<file path="config.mk">
export PLATFORM = sky130hd
export DESIGN_NAME = ivc_channel
export DESIGN_NICKNAME = d
export VERILOG_FILES = /design/src/rtl/ivc_pkg.sv /design/src/rtl/ivc_ctrl_decode.sv /design/src/rtl/ivc_byte_port.sv /design/src/rtl/ivc_down_counter.sv /design/src/rtl/ivc_channel.sv
export SDC_FILE = /design/constraint.sdc
export NUM_CORES = 1
export LEC_CHECK = 0
export BUFFER_PORTS_ARGS = -buffer_cell sky130_fd_sc_hd__buf_2
export CAP_MARGIN = 20
export CORE_ASPECT_RATIO = 1.2
export CORE_MARGIN = 1
export CORE_UTILIZATION = 65
export DETAILED_ROUTE_END_ITERATION = 10
export PLACE_DENSITY = 0.85
export SLEW_MARGIN = 20
export SYNTH_ARGS = -nofsm -noshare
export SYNTH_HDL_FRONTEND = slang
export SYNTH_SLANG_ARGS = --single-unit
</file>
<file path="constraint.sdc">
create_clock -name clk -period 6.73 [get_ports clk]
set_input_delay 1.346 -clock clk [delete_from_list [all_inputs] [get_ports clk]]
set_output_delay 1.346 -clock clk [all_outputs]
set_load 0.05 [all_outputs]
</file>
<file path="src/rtl/ivc_pkg.sv">
`timescale 1ns/1ps
// Shared types of the interval counter channel.
// Mode codes match the control word mode field; access codes match the access field.
package ivc_pkg;
    typedef enum logic [2:0] {
        MODE_TC   = 3'b000,
        MODE_RATE = 3'b010,
        MODE_SQW  = 3'b011
    } ivc_mode_e;

    typedef enum logic {
        PTR_LO = 1'b0,
        PTR_HI = 1'b1
    } ivc_ptr_e;

    localparam logic [1:0] ACC_LATCH = 2'b00;
    localparam logic [1:0] ACC_WORD  = 2'b11;
endpackage

</file>
<file path="src/rtl/ivc_ctrl_decode.sv">
`timescale 1ns/1ps
// Control word filter for one channel.
// It turns a selected control write into a one-cycle latch command, or into a mode update.
// Unsupported settings leave the mode alone and raise a sticky error.
// Assumes the control fields are valid in the cycle where ctrl_we is high.
module ivc_ctrl_decode
    import ivc_pkg::*;
#(
    parameter logic [1:0] CHAN_ID = 2'd0
) (
    input  logic       clk,
    input  logic       rst_n,
    input  logic       ctrl_we,
    input  logic [1:0] ctrl_sel,
    input  logic [1:0] ctrl_acc,
    input  logic [2:0] ctrl_mode,
    input  logic       ctrl_bcd,
    output logic       latch_cmd,
    output ivc_mode_e  mode,
    output logic       cfg_err
);
    logic hit;
    logic cfg_req;
    logic mode_ok;
    logic cfg_ok;

    // Decode which kind of control write addresses this channel.
    always_comb begin
        hit       = ctrl_we && (ctrl_sel == CHAN_ID);
        latch_cmd = hit && (ctrl_acc == ACC_LATCH);
        cfg_req   = hit && (ctrl_acc != ACC_LATCH);
        mode_ok   = (ctrl_mode == MODE_TC) || (ctrl_mode == MODE_RATE) ||
                    (ctrl_mode == MODE_SQW);
        cfg_ok    = (ctrl_acc == ACC_WORD) && !ctrl_bcd && mode_ok;
    end

    // Hold the mode, and record any unsupported request.
    always_ff @(posedge clk) begin
        if (!rst_n) begin
            mode    <= MODE_TC;
            cfg_err <= 1'b0;
        end else if (cfg_req) begin
            if (cfg_ok) begin
                mode <= ivc_mode_e'(ctrl_mode);
            end else begin
                cfg_err <= 1'b1;
            end
        end
    end
endmodule

</file>
<file path="src/rtl/ivc_byte_port.sv">
`timescale 1ns/1ps
// Byte sequencing for the data port.
// The write pointer alternates low and high byte and emits one strobe per half.
// The read pointer alternates over either the live count or a latched copy.
// Assumes at most one data write per cycle; reads and writes have independent pointers.
module ivc_byte_port
    import ivc_pkg::*;
#(
    parameter int DATA_W = 8,
    localparam int CNT_W = 2 * DATA_W
) (
    input  logic              clk,
    input  logic              rst_n,
    input  logic              data_we,
    input  logic              data_re,
    input  logic              latch_cmd,
    input  logic [CNT_W-1:0]  count,
    output logic [DATA_W-1:0] rdata,
    output logic              lo_wr,
    output logic              hi_wr
);
    ivc_ptr_e           wr_ptr_q;
    ivc_ptr_e           rd_ptr_q;
    logic               latch_on_q;
    logic [CNT_W-1:0]   latched_q;
    logic [CNT_W-1:0]   rd_src;

    // Pick the write half and the byte presented for reading.
    always_comb begin
        lo_wr  = data_we && (wr_ptr_q == PTR_LO);
        hi_wr  = data_we && (wr_ptr_q == PTR_HI);
        rd_src = latch_on_q ? latched_q : count;
        rdata  = (rd_ptr_q == PTR_HI) ? rd_src[CNT_W-1:DATA_W] : rd_src[DATA_W-1:0];
    end

    // Toggle the write pointer on every data write.
    always_ff @(posedge clk) begin
        if (!rst_n) begin
            wr_ptr_q <= PTR_LO;
        end else if (data_we) begin
            wr_ptr_q <= (wr_ptr_q == PTR_LO) ? PTR_HI : PTR_LO;
        end
    end

    // Advance the read pointer, release the latch after its high byte, and take a new latch.
    always_ff @(posedge clk) begin
        if (!rst_n) begin
            rd_ptr_q   <= PTR_LO;
            latch_on_q <= 1'b0;
            latched_q  <= '0;
        end else begin
            if (data_re) begin
                rd_ptr_q <= (rd_ptr_q == PTR_LO) ? PTR_HI : PTR_LO;
                if (latch_on_q && (rd_ptr_q == PTR_HI)) begin
                    latch_on_q <= 1'b0;
                end
            end
            if (latch_cmd && !latch_on_q) begin
                latch_on_q <= 1'b1;
                latched_q  <= count;
                rd_ptr_q   <= PTR_LO;
            end
        end
    end
endmodule

</file>
<file path="src/rtl/ivc_down_counter.sv">
`timescale 1ns/1ps
// Down counter with reload period and output shaping for the three supported modes.
// Assumes the write strobes come from the byte port, so at most one is high per cycle.
// A write always wins over a tick in the same cycle.
module ivc_down_counter
    import ivc_pkg::*;
#(
    parameter int DATA_W = 8,
    localparam int CNT_W = 2 * DATA_W
) (
    input  logic              clk,
    input  logic              rst_n,
    input  logic              tick,
    input  logic              lo_wr,
    input  logic              hi_wr,
    input  logic [DATA_W-1:0] wdata,
    input  ivc_mode_e         mode,
    output logic [CNT_W-1:0]  count,
    output logic              out_bit
);
    localparam logic [CNT_W-1:0] ONE = CNT_W'(1);

    logic [CNT_W-1:0] count_q;
    logic [CNT_W-1:0] period_q;
    logic             running_q;
    logic             out_q;
    logic [CNT_W-1:0] load_val;
    logic [CNT_W-1:0] dec_val;
    logic [CNT_W-1:0] wrap_val;
    logic             at_one;
    logic             arm_out;
    logic             run_out;

    // Next-count candidates and the output level each mode asks for.
    always_comb begin
        load_val = {wdata, count_q[DATA_W-1:0]};
        dec_val  = count_q - ONE;
        at_one   = (count_q == ONE);
        wrap_val = at_one ? period_q : dec_val;
        case (mode)
            MODE_RATE: begin
                arm_out = (load_val != '0) && (load_val != ONE);
                run_out = (wrap_val != ONE);
            end
            MODE_SQW: begin
                arm_out = (load_val != '0);
                run_out = (wrap_val > (period_q >> 1));
            end
            default: begin
                arm_out = 1'b0;
                run_out = out_q;
            end
        endcase
    end

    // Load, stop, count and shape the output.
    always_ff @(posedge clk) begin
        if (!rst_n) begin
            count_q   <= '0;
            period_q  <= '0;
            running_q <= 1'b0;
            out_q     <= 1'b0;
        end else if (lo_wr) begin
            count_q[DATA_W-1:0] <= wdata;
            running_q           <= 1'b0;
            out_q               <= 1'b0;
        end else if (hi_wr) begin
            count_q   <= load_val;
            period_q  <= load_val;
            running_q <= (load_val != '0);
            out_q     <= arm_out;
        end else if (tick && running_q) begin
            if (mode == MODE_TC) begin
                count_q <= dec_val;
                if (at_one) begin
                    running_q <= 1'b0;
                    out_q     <= 1'b1;
                end
            end else begin
                count_q <= wrap_val;
                out_q   <= run_out;
            end
        end
    end

    assign count   = count_q;
    assign out_bit = out_q;
endmodule

</file>
<file path="src/rtl/ivc_channel.sv">
`timescale 1ns/1ps
// One programmable interval counter channel.
// It joins the control word filter, the byte port and the down counter.
// Assumes tick is a single-cycle strobe at the counting rate and CHAN_ID is 0, 1 or 2.
module ivc_channel
    import ivc_pkg::*;
#(
    parameter int         DATA_W  = 8,
    parameter logic [1:0] CHAN_ID = 2'd0
) (
    input  logic              clk,
    input  logic              rst_n,
    input  logic              tick,
    input  logic              ctrl_we,
    input  logic [1:0]        ctrl_sel,
    input  logic [1:0]        ctrl_acc,
    input  logic [2:0]        ctrl_mode,
    input  logic              ctrl_bcd,
    input  logic              data_we,
    input  logic              data_re,
    input  logic [DATA_W-1:0] wdata,
    output logic [DATA_W-1:0] rdata,
    output logic              out_bit,
    output logic              cfg_err
);
    localparam int CNT_W = 2 * DATA_W;

    logic             latch_cmd;
    ivc_mode_e        mode;
    logic             lo_wr;
    logic             hi_wr;
    logic [CNT_W-1:0] count;

    ivc_ctrl_decode #(.CHAN_ID(CHAN_ID)) u_ctrl (
        .clk       (clk),
        .rst_n     (rst_n),
        .ctrl_we   (ctrl_we),
        .ctrl_sel  (ctrl_sel),
        .ctrl_acc  (ctrl_acc),
        .ctrl_mode (ctrl_mode),
        .ctrl_bcd  (ctrl_bcd),
        .latch_cmd (latch_cmd),
        .mode      (mode),
        .cfg_err   (cfg_err)
    );

    ivc_byte_port #(.DATA_W(DATA_W)) u_port (
        .clk       (clk),
        .rst_n     (rst_n),
        .data_we   (data_we),
        .data_re   (data_re),
        .latch_cmd (latch_cmd),
        .count     (count),
        .rdata     (rdata),
        .lo_wr     (lo_wr),
        .hi_wr     (hi_wr)
    );

    ivc_down_counter #(.DATA_W(DATA_W)) u_cnt (
        .clk     (clk),
        .rst_n   (rst_n),
        .tick    (tick),
        .lo_wr   (lo_wr),
        .hi_wr   (hi_wr),
        .wdata   (wdata),
        .mode    (mode),
        .count   (count),
        .out_bit (out_bit)
    );
endmodule

</file>
==> out/results.ini <==
[worst_setup_path]
cp-end-kind=register
start_kind=register
crit_arrival_ns=3.75
cp.required_ns=6.93
critical_path_class=register to register
critPathMaxFanout=17

[routing]
drt_iter0_markers=522
ant_nets=0
num_vias=3757
vias_per_cell=6.63
wl_per_cell_um=19.1
first_pass_iters=5
drc=0
wl_um=10800

[final_layout]
drive_gt1_share_pct=14.1
n_fill_cell=439
layout.cells.non_filler=567
n_antenna_cell=0
layout.nets=539
areaGrowthSynthToFinish_pct=9.20

[placement]
dp.cells=551
preCtsSetupSlack_ns=3.29
port_buffers=31
dp_hpwl_um=8050
gp_congestion=0.976

[timing]
fin_crit_ns=3.55
setup_slack_ns=3.18
finalHoldViolCount=0
relSlewSlack_pct=22.3
rsz0062_at_grt=false
tightestPinTransition_ns=1.16
fin_crit_sh_pct=52.7
whs_ns=0.456
skew_ns=0.0114
finalSetupTns_ns=0
max_freq_mhz=282
setup_viol=0
slew_viol_final=0

[yosys]
ys_ff_latch=57
synthTopCellsByArea=dfxtp_1 (31%), nand2_1 (9.0%), a21oi_1 (6.2%)
synth_top_area_share_pct=30.7
yosysUniqueCellTypes=56
synthTopCellsByCount=nand2_1 (89), dfxtp_1 (57), a21oi_1 (46)
yosysMostFrequentCell=nand2_1
synth_top_area_cell=dfxtp_1
async_flop_share_pct=0
ys.warnings.count=0
synth_top_flop_cell=dfxtp_1
seq_area_frac_synth_pct=30.7
syn_nets=528
synth-edff-count=0
syn_inst=489
synth.avg_cell_area_um2=7.59
synth_area_um2=3710

[clocking]
clock_latency_ns=0.34
clock_path_buffers=2
hold_buffers=0
clk_pin_slew_ns=0.06
cts_tree=yes
cts.repair.resized=0
clock-sinks=57
cts_buffers=9
htree_levels=3
cts_setup_buffers=0
cts_root_buffer=clkbuf_8

[global_routing]
grt_max_degree=36
antenna_found_initial=0
grt_util_all_layers_pct=37.0
grt_pass1_vias=3465
overflow=0
grt_pass1_wl_um=17100

[outcome]
status=finished clean

[floorplan]
core-area_um2=5410
die_area_um2=6020
rows=29
io_pins=32
die_w_um=71
die_y_um=84.8
start_util_pct=68.7

[job]
drv_cap=0

[power]
powerDensity_nw_per_um2=249
p_leak_nw=1.56
ir_drop_mv=0.150

[hold_path]
worstHoldPathType=register to register

==> metrics by stage <==
stage	area [um^2]	util [%]	power [mW]
6_report	4060	75.0	1.01
3_5_place_dp	3830	70.8	0.642
2_1_floorplan	3710	-	0.576
3_3_place_gp	3830	70.8	0.639
4_1_cts	4060	75.0	1.01
5_1_grt	4060	75.0	1.05
==> cell usage in the layout (no fill, tap or decap), types with 5 or more instances in the layout <==
master     n
nand3_1    5
mux4_2     8
a31oi_1    5
nor4_1     7
xor2_1     7
and3_1     5
a21oi_1   46
o21ai_0   23
a21boi_0  25
ha_1      17
nand2b_1   6
inv_1     21
xnor2_1    5
o21ai_1    5
nor3_1    12
nor2_1    45
nand4_1    7
dfxtp_1   57
buf_2     31
o22ai_1    5
nand2_1   89
clkbuf_8  11
==> per-layer routing <==
layer | vias up | wire [um] | share of wire [%] | global-route usage (%)
met5 | - | 0 | 0 | 0
met4 | 0 | 656 | 6.1 | 23.6
met3 | 51 | 1000 | 9.3 | 6.12
met2 | 250 | 4990 | 46 | 59.0
met1 | 1717 | 4160 | 39 | 46.4
li1 | 1739 | - | - | -
==> worst paths after layout <==
| path | startpoint | endpoint | slack [ns] | cells after the start |
|---|---|---|---|---|
| max | u_cnt.count[8] | u_cnt.out_bit | 3.18 | 10 |
| min reg2reg | u_port.latched_q[14] | u_port.latched_q[14] | 0.46 | 2 |
| min | u_port.latched_q[14] | u_port.latched_q[14] | 0.46 | 2 |
| max reg2reg | u_cnt.count[8] | u_cnt.out_bit | 3.18 | 10 |
==> report_power, final <==
| part | internal, mW | total, mW | switching (mW) |
|---|---|---|---|
| Clock | 0.227 | 0.368 | 0.140 |
| Sequential | 0.349 | 0.376 | 0.0270 |
| Combinational | 0.106 | 0.268 | 0.161 |
| Total | 0.683 | 1.01 | 0.328 |
==> sequential cells by signal, indices dropped and copies added, names as in the netlist <==
name,count
u_cnt.count,16
u_cnt.period_q,16
u_port.latched_q,16
u_ctrl.mode,3
u_cnt.out_bit,1
u_cnt.running_q,1
u_ctrl.cfg_err,1
u_port.latch_on_q,1
u_port.rd_ptr_q,1
u_port.wr_ptr_q,1
==> critical path: stages (launching register included) <==
cell      delay, ns
dfxtp_1        0.43
nor4_1         0.55
nand4_1        0.73
mux2_2         0.54
ha_1           0.31
a21oi_1        0.14
o21ai_0        0.09
a211oi_1       0.24
a211oi_1       0.08
nor3_1         0.25
a211oi_2       0.07
==> logic make-up (layout without fill, tap and decap cells) <==
kind of cell | count (synthesis) | in the layout | share of synthesized area, %
buffers and inverters | 54 | 70 | 5.83
multiplexers | 14 | 14 | 6.57
flip-flops | 57 | 57 | 30.7
AO/OA/AOI/OAI | 134 | 134 | 22.6
XOR/XNOR | 12 | 12 | 2.83
AND/OR/NAND/NOR | 201 | 201 | 25.7
adder cells (fa/ha/maj) | 17 | 17 | 5.73
==> layout make-up <==
class | instances | area (um^2) | area share, %
Tap cell | 62 | 77.6 | 1.91
Multi-Input combinational cell | 378 | 2360 | 58.3
Clock buffer | 11 | 151 | 3.73
Sequential cell | 57 | 1140 | 28.1
Inverter | 22 | 82.6 | 2.04
Clock inverter | 5 | 77.6 | 1.91
Timing Repair Buffer | 32 | 163 | 4.01
Note: power is estimated with default switching activity, not from simulation.
